==> src/rtl/cfg_loader_pkg.sv <==
package cfg_loader_pkg;

    typedef enum logic [3:0] {
        ST_IDLE,
        ST_WAIT_INIT_LO,
        ST_WAIT_INIT_HI,
        ST_WORD_WAIT,
        ST_BIT_CLK_LO,
        ST_BIT_SETUP,
        ST_BIT_CLK_HI,
        ST_BIT_RESTORE,
        ST_WAIT_DONE
    } cfg_state_e;

    typedef enum logic [1:0] {
        RES_OK          = 2'd0,
        RES_INIT_LO_TMO = 2'd1,
        RES_INIT_HI_TMO = 2'd2,
        RES_DONE_TMO    = 2'd3
    } cfg_result_e;

endpackage

==> src/rtl/cfg_sync.sv <==
module cfg_sync #(
    parameter int WIDTH  = 2,
    parameter int STAGES = 2
) (
    input  logic             clk,
    input  logic             rst_n,
    input  logic [WIDTH-1:0] async_i,
    output logic [WIDTH-1:0] sync_o
);
    logic [WIDTH-1:0] stage_q [STAGES];

    genvar g;
    generate
        for (g = 0; g < STAGES; g++) begin : g_stage
            always_ff @(posedge clk or negedge rst_n) begin
                if (!rst_n) begin
                    stage_q[g] <= '0;
                end else begin
                    stage_q[g] <= (g == 0) ? async_i : stage_q[(g == 0) ? 0 : g - 1];
                end
            end
        end
    endgenerate

    assign sync_o = stage_q[STAGES-1];
endmodule

==> src/rtl/cfg_poll_timer.sv <==
module cfg_poll_timer #(
    parameter int POLL_TICKS = 8,
    parameter int MAX_POLLS  = 5
) (
    input  logic clk,
    input  logic rst_n,
    input  logic run,
    input  logic clr,
    output logic expired
);
    localparam int TICK_W = (POLL_TICKS > 1) ? $clog2(POLL_TICKS) : 1;
    localparam int POLL_W = $clog2(MAX_POLLS + 1);

    logic [TICK_W-1:0] tick_q;
    logic [POLL_W-1:0] polls_q;

    assign expired = (polls_q == POLL_W'(MAX_POLLS));

    always_ff @(posedge clk or negedge rst_n) begin
        if (!rst_n) begin
            tick_q  <= '0;
            polls_q <= '0;
        end else if (clr || !run) begin
            tick_q  <= '0;
            polls_q <= '0;
        end else if (!expired) begin
            if (tick_q == TICK_W'(POLL_TICKS - 1)) begin
                tick_q  <= '0;
                polls_q <= polls_q + 1'b1;
            end else begin
                tick_q <= tick_q + 1'b1;
            end
        end
    end
endmodule

==> src/rtl/cfg_loader.sv <==
module cfg_loader
    import cfg_loader_pkg::*;
#(
    parameter int WORD_W           = 8,
    parameter int POLL_TICKS       = 8,
    parameter int MAX_POLLS        = 5,
    parameter bit PROG_ACTIVE_HIGH = 1'b0
) (
    input  logic              clk,
    input  logic              rst_n,
    input  logic              start,
    input  logic              word_valid,
    input  logic [WORD_W-1:0] word_data,
    input  logic              word_last,
    output logic              word_ready,
    input  logic              dev_init,
    input  logic              dev_done,
    output logic              prog_o,
    output logic              cclk_o,
    output logic              cdata_o,
    output logic              busy,
    output logic              result_valid,
    output logic [1:0]        result_code
);
    localparam int IDX_W = (WORD_W > 1) ? $clog2(WORD_W) : 1;

    cfg_state_e        state_q, state_d;
    logic [WORD_W-1:0] shift_q;
    logic [IDX_W-1:0]  bit_idx_q;
    logic              last_q;
    logic              res_valid_q;
    logic [1:0]        res_code_q;
    logic              finish_d;
    cfg_result_e       code_d;
    logic              init_s, done_s;
    logic              tmr_run, tmr_clr, tmr_expired;
    logic              load_word, next_bit;
    logic              prog_act;

    cfg_sync #(.WIDTH(2), .STAGES(2)) u_sync (
        .clk     (clk),
        .rst_n   (rst_n),
        .async_i ({dev_done, dev_init}),
        .sync_o  ({done_s, init_s})
    );

    cfg_poll_timer #(.POLL_TICKS(POLL_TICKS), .MAX_POLLS(MAX_POLLS)) u_timer (
        .clk     (clk),
        .rst_n   (rst_n),
        .run     (tmr_run),
        .clr     (tmr_clr),
        .expired (tmr_expired)
    );

    assign tmr_run = (state_q == ST_WAIT_INIT_LO) || (state_q == ST_WAIT_INIT_HI) ||
                     (state_q == ST_WAIT_DONE);
    assign tmr_clr = (state_d != state_q);

    // next-state logic
    always_comb begin
        state_d   = state_q;
        finish_d  = 1'b0;
        code_d    = RES_OK;
        load_word = 1'b0;
        next_bit  = 1'b0;
        unique case (state_q)
            ST_IDLE: begin
                if (start) state_d = ST_WAIT_INIT_LO;
            end
            ST_WAIT_INIT_LO: begin
                if (!init_s) begin
                    state_d = ST_WAIT_INIT_HI;
                end else if (tmr_expired) begin
                    state_d  = ST_IDLE;
                    finish_d = 1'b1;
                    code_d   = RES_INIT_LO_TMO;
                end
            end
            ST_WAIT_INIT_HI: begin
                if (init_s) begin
                    state_d = ST_WORD_WAIT;
                end else if (tmr_expired) begin
                    state_d  = ST_IDLE;
                    finish_d = 1'b1;
                    code_d   = RES_INIT_HI_TMO;
                end
            end
            ST_WORD_WAIT: begin
                if (word_valid) begin
                    state_d   = ST_BIT_CLK_LO;
                    load_word = 1'b1;
                end
            end
            ST_BIT_CLK_LO:  state_d = ST_BIT_SETUP;
            ST_BIT_SETUP:   state_d = ST_BIT_CLK_HI;
            ST_BIT_CLK_HI:  state_d = ST_BIT_RESTORE;
            ST_BIT_RESTORE: begin
                if (bit_idx_q == IDX_W'(WORD_W - 1)) begin
                    state_d = last_q ? ST_WAIT_DONE : ST_WORD_WAIT;
                end else begin
                    state_d  = ST_BIT_CLK_LO;
                    next_bit = 1'b1;
                end
            end
            ST_WAIT_DONE: begin
                if (done_s) begin
                    state_d  = ST_IDLE;
                    finish_d = 1'b1;
                    code_d   = RES_OK;
                end else if (tmr_expired) begin
                    state_d  = ST_IDLE;
                    finish_d = 1'b1;
                    code_d   = RES_DONE_TMO;
                end
            end
            default: state_d = ST_IDLE;
        endcase
    end

    // state register
    always_ff @(posedge clk or negedge rst_n) begin
        if (!rst_n) state_q <= ST_IDLE;
        else        state_q <= state_d;
    end

    // word shifter and result latch
    always_ff @(posedge clk or negedge rst_n) begin
        if (!rst_n) begin
            shift_q     <= '0;
            bit_idx_q   <= '0;
            last_q      <= 1'b0;
            res_valid_q <= 1'b0;
            res_code_q  <= 2'd0;
        end else begin
            if (load_word) begin
                shift_q   <= word_data;
                last_q    <= word_last;
                bit_idx_q <= '0;
            end else if (next_bit) begin
                shift_q   <= {shift_q[WORD_W-2:0], 1'b0};
                bit_idx_q <= bit_idx_q + 1'b1;
            end
            res_valid_q <= finish_d;
            if (finish_d) res_code_q <= code_d;
        end
    end

    // pin outputs decoded from state
    always_comb begin
        prog_act   = (state_q == ST_WAIT_INIT_LO);
        prog_o     = PROG_ACTIVE_HIGH ? prog_act : !prog_act;
        cclk_o     = !((state_q == ST_BIT_CLK_LO) || (state_q == ST_BIT_SETUP));
        cdata_o    = ((state_q == ST_BIT_SETUP) || (state_q == ST_BIT_CLK_HI)) ?
                     shift_q[WORD_W-1] : 1'b1;
        word_ready = (state_q == ST_WORD_WAIT);
        busy       = (state_q != ST_IDLE);
    end

    assign result_valid = res_valid_q;
    assign result_code  = res_code_q;
endmodule

==> config.mk <==
export PLATFORM = sky130hd
export DESIGN_NAME = cfg_loader
export DESIGN_NICKNAME = d
export VERILOG_FILES = /design/src/rtl/cfg_loader_pkg.sv /design/src/rtl/cfg_sync.sv /design/src/rtl/cfg_poll_timer.sv /design/src/rtl/cfg_loader.sv
export SDC_FILE = /design/constraint.sdc
export NUM_CORES = 1
export LEC_CHECK = 0
export ABC_CLOCK_PERIOD_IN_PS = 3100
export BUFFER_PORTS_ARGS = -buffer_cell sky130_fd_sc_hd__buf_2
export CORE_UTILIZATION = 50
export CTS_CLUSTER_DIAMETER = 100
export DETAILED_ROUTE_END_ITERATION = 6
export PLACE_DENSITY = 0.72
export SYNTH_ARGS = -nofsm -noshare
export SYNTH_HDL_FRONTEND = slang
export SYNTH_SLANG_ARGS = --single-unit
export TNS_END_PERCENT = 30
==> constraint.sdc <==
create_clock -name clk -period 3.1 [get_ports clk]
set_input_delay 0.62 -clock clk [delete_from_list [all_inputs] [get_ports clk]]
set_output_delay 0.62 -clock clk [all_outputs]
set_load 0.05 [all_outputs]
==> impl_metrics.json, run 1 <==
{
  "status": "completed",
  "worst_slew_pin_slew_ns": 0.614,
  "synthArstFlopShare_pct": 100,
  "crit_fanout": 14,
  "numCtsBuffers": 5,
  "detail-route-antenna-nets": 0,
  "firstDrtPassIters": 4,
  "cp.required_ns": 2.48,
  "finalCritPeriodShare_pct": 72.0,
  "die-width_um": 56.2,
  "hpwl_mm": 1.99,
  "cts.clk_slew.worst_paths_ns": 0.09,
  "worstSetupStartpoint": "state_q[3]",
  "overflow": 0,
  "grt_first_pass_wirelength_mm": 4.72,
  "syn-cell-area_um2": 1470,
  "end_kind": "output port",
  "core_um2": 2760,
  "fp.dieArea_um2": 3150,
  "grt_use_total_pct": 20.0,
  "ioPinCount": 23,
  "chipHeight_um": 56.2,
  "synth_fp_nets": 158,
  "synth_ff_type": "dfrtp_1",
  "clk_latency_ns": 0.32,
  "setup_tns_ns": 0,
  "path_class": "flip-flop to output port",
  "hold_violations": 0,
  "rsz0062_at_grt": "no",
  "report.final.slew_viol_count": 0,
  "reg2reg_from": "bit_idx_q[0]",
  "powerDensity_nw_per_um2": 809,
  "cts_tree": "built",
  "drive_above_1_share_pct": 23.8,
  "post_cts_resized": 0,
  "fmax_mhz": 448,
  "num_vias": 1091,
  "avgViaCountPerCell": 5.71,
  "n_antenna_cell": 0,
  "hp-class": "input port to asynchronous set/reset pin",
  "irDropWorstVdd_mv": 0.637,
  "ys_seq_area_share_pct": 49.5,
  "synthCells": 137,
  "cts_setup_buffers": 0,
  "place_area_um2": 1570,
  "synth.distinct_cells": 41,
  "relSlewSlack_pct": 59.1,
  "synth-edff-count": 0,
  "worstPathArrival_ns": 1.61,
  "clock_sinks": 29,
  "portBuffers": 22,
  "initial_core_util_pct": 53.2,
  "grt_antenna_before_repair": 0,
  "cts.path.max_buffers": 2,
  "n_fill_cell": 257,
  "root_buffer": "clkbuf_4",
  "cts_hold_buf": 0,
  "rows": 19,
  "grt_pass1_vias": 1077,
  "drtIter0Drc": 36,
  "synth-seq-cells": 29,
  "cts_htree_levels": 2,
  "wirelength_mm": 2.74,
  "cap_violations": 0,
  "syn_avg_cell_area_um2": 10.7,
  "yosysWarnings": 0,
  "grt_max_degree": 30,
  "wl_per_cell_um": 14.4,
  "area_delta_synth_final_pct": 10.8,
  "setup_viol": 0,
  "nNetsFinal": 181,
  "drc_errors": 0,
  "finalClockSkew_ns": 0.00800,
  "leakage_nw": 0.820,
  "min_period_ns": 2.23,
  "place_congestion": 0.882,
  "stdcell_area_um2": 1620,
  "cp-start-kind": "flip-flop"
}
[power by group]
group / switching, mW / internal, mW
combinational: 0.304 / 0.192
clock: 0.121 / 0.107
sequential: 0.120 / 0.470
[state kept, by name, summed over array words and instances (netlist names)]
name and count:
bit_idx_q 3, last_q 1, result_code 2, result_valid 1, shift_q 8, state_q 4
u_sync.stage_q 2, u_sync.sync_o 2, u_timer.polls_q 3, u_timer.tick_q 3
[area by class of cell]
class / instances / area, um^2 / share of cell area (%)
Clock buffer: 7 / 55.1 / 3.39
Inverter: 3 / 11.3 / 0.693
Multi-Input combinational cell: 99 / 683 / 42.1
Sequential cell: 29 / 726 / 44.7
Tap cell: 31 / 38.8 / 2.39
Timing Repair Buffer: 22 / 110 / 6.78
[cell families (layout without fill, tap and decap cells)]
logic type	count (synthesis)	after routing	synth area share (%)
xor gates and xnor gates	1	1	0.597
adders and majority gates	6	6	5.12
muxes	4	4	2.82
buffers and inverters	9	32	3.92
and+or+nand+nor	53	53	21.6
AOI/OAI and AO/OA	35	35	16.5
DFF	29	29	49.5
[Yosys cell counts, drive strengths merged, types with 2 or more instances]
master	n	area [um^2]
buf	5	42.5
o21ai	5	25.0
nand3	5	25.0
mux2i	3	30.0
a21o	7	52.6
a22o	7	61.3
a31oi	2	12.5
nor3	4	36.3
nand3b	3	22.5
nand2	13	51.3
and3	5	31.3
a21oi	9	45.0
dfrtp	29	726
inv	3	11.3
nand2b	2	15.0
nor2b	3	21.3
ha	6	75.1
nor2	12	52.6
[layer usage]
metal / vias to the layer above / global-route usage [%] / wire length, um
met5: - / 0 / 0
met4: 0 / 9.06 / 45
met3: 6 / 6.74 / 165
met2: 31 / 32.5 / 1330
met1: 516 / 24.0 / 1210
li1: 538 / - / -
[path summary, 6_finish.rpt]
kind | slack [ns] | to | depth (start not counted)
worst min-delay path | 0.30 | state_q[3] | 1
worst min register to register | 0.36 | u_sync.sync_o[0] | 0
worst max-delay path | 0.87 | cdata_o | 4
max in group asynchronous | 2.39 | u_sync.sync_o[1] | 1
min in group clk | 0.36 | u_sync.sync_o[0] | 0
worst max register to register | 1.21 | bit_idx_q[0] | 5
[stage by stage]
step | power (mW) | std cells | worst slack [ns] | util (%) | hold WS, ns
after floorplan | 1.01 | 137 | 0.706 | - | 0.324
after global routing | 1.41 | 191 | 0.747 | 58.9 | 0.347
after detailed placement | 1.09 | 184 | 1.19 | 56.9 | 0.335
final | 1.31 | 191 | 0.869 | 58.9 | 0.305
after CTS | 1.33 | 191 | 0.857 | 58.9 | 0.313
after global placement | 1.08 | 184 | 1.26 | 56.9 | 0.334
[critical path, cell delays in order (launching register included)]
cell and delay (ns):
dfrtp_1 0.61, nand2b_2 0.27, nor2_1 0.06, o21ai_0 0.07, buf_2 0.28
[cells in the final DEF (no fill, tap or decap), types with 4 or more instances in the layout]
| cell | n |
|---|---|
| nor2_1 | 9 |
| buf_2 | 22 |
| o21ai_0 | 4 |
| nand2_1 | 12 |
| dfrtp_1 | 29 |
| a21o_1 | 7 |
| and3_1 | 5 |
| a22o_1 | 7 |
| ha_1 | 6 |
| clkbuf_4 | 5 |
| a21oi_1 | 9 |
| nand3_1 | 5 |
No activity file was read; power rests on OpenSTA's default activity.
==> inputs of run 2 (changes only) <==
--- a/config.mk
+++ b/config.mk
@@ -5,12 +5,13 @@
 export SDC_FILE = /design/constraint.sdc
 export NUM_CORES = 1
 export LEC_CHECK = 0
-export ABC_CLOCK_PERIOD_IN_PS = 3100
+export ABC_AREA = 1
+export ABC_CLOCK_PERIOD_IN_PS = 1820
 export BUFFER_PORTS_ARGS = -buffer_cell sky130_fd_sc_hd__buf_2
-export CORE_UTILIZATION = 50
+export CORE_UTILIZATION = 49
 export CTS_CLUSTER_DIAMETER = 100
 export DETAILED_ROUTE_END_ITERATION = 6
-export PLACE_DENSITY = 0.72
+export PLACE_DENSITY = 0.73
 export SYNTH_ARGS = -nofsm -noshare
 export SYNTH_HDL_FRONTEND = slang
 export SYNTH_SLANG_ARGS = --single-unit
==> constraint.sdc (replaced) <==
create_clock -name clk -period 1.82 [get_ports clk]
set_input_delay 0.364 -clock clk [delete_from_list [all_inputs] [get_ports clk]]
set_output_delay 0.364 -clock clk [all_outputs]
set_load 0.05 [all_outputs]
==> impl_metrics.json, run 2 <==
{
  "status": "complete, but fails checks",
  "violations": "setup timing",
  "cts_htree_levels": 2,
  "root_buffer": "clkbuf_4",
  "reg_top3": "shift_q (8), state_q (4)",
  "die-width_um": 56.1,
  "overflow": 0,
  "core_um2": 2760,
  "critPathSlowestCell": "dfrtp_1",
  "synth.distinct_cells": 25,
  "wirelength_mm": 2.78,
  "synth_ff_type": "dfrtp_1",
  "largest_register_ff_count": 8,
  "synth.area.top_cells": "dfrtp_1, nand2_1, ha_1, nand3_1, nand4_1",
  "grt_pass1_vias": 1160,
  "max_stage_delay_ns": 0.43,
  "worstPathArrival_ns": 1.48,
  "drc_errors": 0,
  "syn-cell-area_um2": 1430,
  "holdWs_ns": 0.0416,
  "path_class": "flip-flop to output port",
  "cp_cell_sequence": "nor2_2 -> o21ai_2 -> or3_4 -> buf_6",
  "chipHeight_um": 56.1,
  "final_common_cell": "nand2_1",
  "portBuffers": 22,
  "cap_violations": 0,
  "initial_core_util_pct": 52.0,
  "clk_latency_ns": 0.32,
  "end_kind": "output port",
  "rsz0062_at_grt": "yes",
  "n_antenna_cell": 0,
  "firstDrtPassIters": 4,
  "synth_area_leader_cell": "dfrtp_1",
  "num_vias": 1211,
  "cts_hold_buf": 0,
  "min_period_ns": 1.84,
  "most-common-layout-cells": "nand2_1, dfrtp_1, buf_2, inv_1, nand3_1",
  "detail-route-antenna-nets": 0,
  "fin_ws_ns": -0.0213,
  "numCtsBuffers": 5,
  "nNetsFinal": 218,
  "synthArstFlopShare_pct": 100,
  "drtIter0Drc": 58,
  "r2r_end": "state_q[1]",
  "cp.required_ns": 1.46,
  "area_delta_synth_final_pct": 16.8,
  "fin_cells": 228,
  "rows": 19,
  "yosys.area.top_type_share_pct": 50.6,
  "relSlewSlack_pct": 58.6,
  "syn_avg_cell_area_um2": 8.64,
  "p_total_mw": 2.34,
  "synthCells": 166,
  "setup_viol": 1,
  "place_congestion": 0.914,
  "finalClockSkew_ns": 0.00756,
  "cp_top_family": "simple AND/OR/NAND/NOR gates",
  "hold_violations": 0,
  "ys_seq_area_share_pct": 50.6,
  "synth-seq-cells": 29,
  "yosysWarnings": 0,
  "fp.dieArea_um2": 3150,
  "ioPinCount": 23,
  "ff2ff_path_depth": 6,
  "top_register": "shift_q",
  "yosysMostFrequentCell": "nand2_1",
  "grt_first_pass_wirelength_mm": 4.84,
  "fmax_mhz": 543,
  "grt_max_degree": 30,
  "hpwl_mm": 1.98,
  "irDropWorstVdd_mv": 0.990,
  "report.final.slew_viol_count": 0,
  "cts.path.max_buffers": 2,
  "grt_antenna_before_repair": 0,
  "clock_sinks": 29,
  "hp-class": "input port to asynchronous set/reset pin",
  "rrSetupSlack_ns": 0.26,
  "finalCritPeriodShare_pct": 101,
  "synth-edff-count": 0,
  "drive_above_1_share_pct": 25.4,
  "synth_common_cells": "nand2_1, dfrtp_1, inv_1",
  "crit_fanout": 3,
  "leakage_nw": 0.921,
  "synth_fp_nets": 187,
  "wl_per_cell_um": 12.2,
  "placed_cells": 218,
  "grt_use_total_pct": 20.3,
  "worst_slew_pin_slew_ns": 0.621,
  "avgViaCountPerCell": 5.31,
  "crit_buf_inv": 1,
  "cts.clk_slew.worst_paths_ns": 0.09,
  "cts_tree": "built",
  "reg2reg_from": "u_timer.polls_q[0]",
  "powerDensity_nw_per_um2": 1400,
  "cp-start-kind": "flip-flop",
  "setup_tns_ns": -0.0213
}
[run 2: cells by family after synthesis]
logic type / share of synthesized area [%]
flip-flops: 50.6
buffers and inverters: 6.37
AO/OA/AOI/OAI: 4.80
AND/OR/NAND/NOR: 32.4
XOR/XNOR: 0.611
adder cells (fa/ha/maj): 5.24
[run 2: how the worst max path moves through the flow]
stage / from / end / cells past startpoint
finish: state_q[3] / cdata_o / 4
global route: state_q[3] / cdata_o / 4
CTS: state_q[1] / cdata_o / 4
detailed placement: state_q[2] / cdata_o / 5
global placement: state_q[2] / cdata_o / 5
floorplan: state_q[2] / result_code[0] / 6
[run 2: area by class of cell]
type,instances,area [um^2]
Fill cell,245,1080
Inverter,20,75.1
Clock buffer,7,55.1
Timing Repair Buffer,26,149
Tap cell,31,38.8
Sequential cell,29,727
Multi-Input combinational cell,115,631
[run 2: what timing repair did]
action	in CTS	in global routing
pin swaps	1	1
gates cloned	0	0
resized for setup	8	4
buffers inserted	2	1
setup endpoints to repair	1	3
[run 2: power by group]
part	switching [mW]	total, mW	internal (mW)
combinational	0.670	1.02	0.351
sequential	0.116	0.930	0.814
clock	0.212	0.394	0.182
total	0.997	2.34	1.35
[run 2: layer usage]
metal  routed length (um)  track usage (%)  vias up
met4                   42             12.9        0
met2                 1370             32.3       47
met1                 1180             24.0      556
met3                  195             5.58        8
li1                     -                -      600
met5                    0                0        -
[run 2: through the flow]
step | util (%) | cell area [um^2] | setup WS (ns)
floorplan | - | 1430 | 0.238
global placement | 57.1 | 1570 | 0.242
detailed placement | 57.1 | 1570 | 0.222
CTS | 60.1 | 1660 | 0.00430
global route | 60.8 | 1680 | -0.0697
finish | 60.8 | 1680 | -0.0213
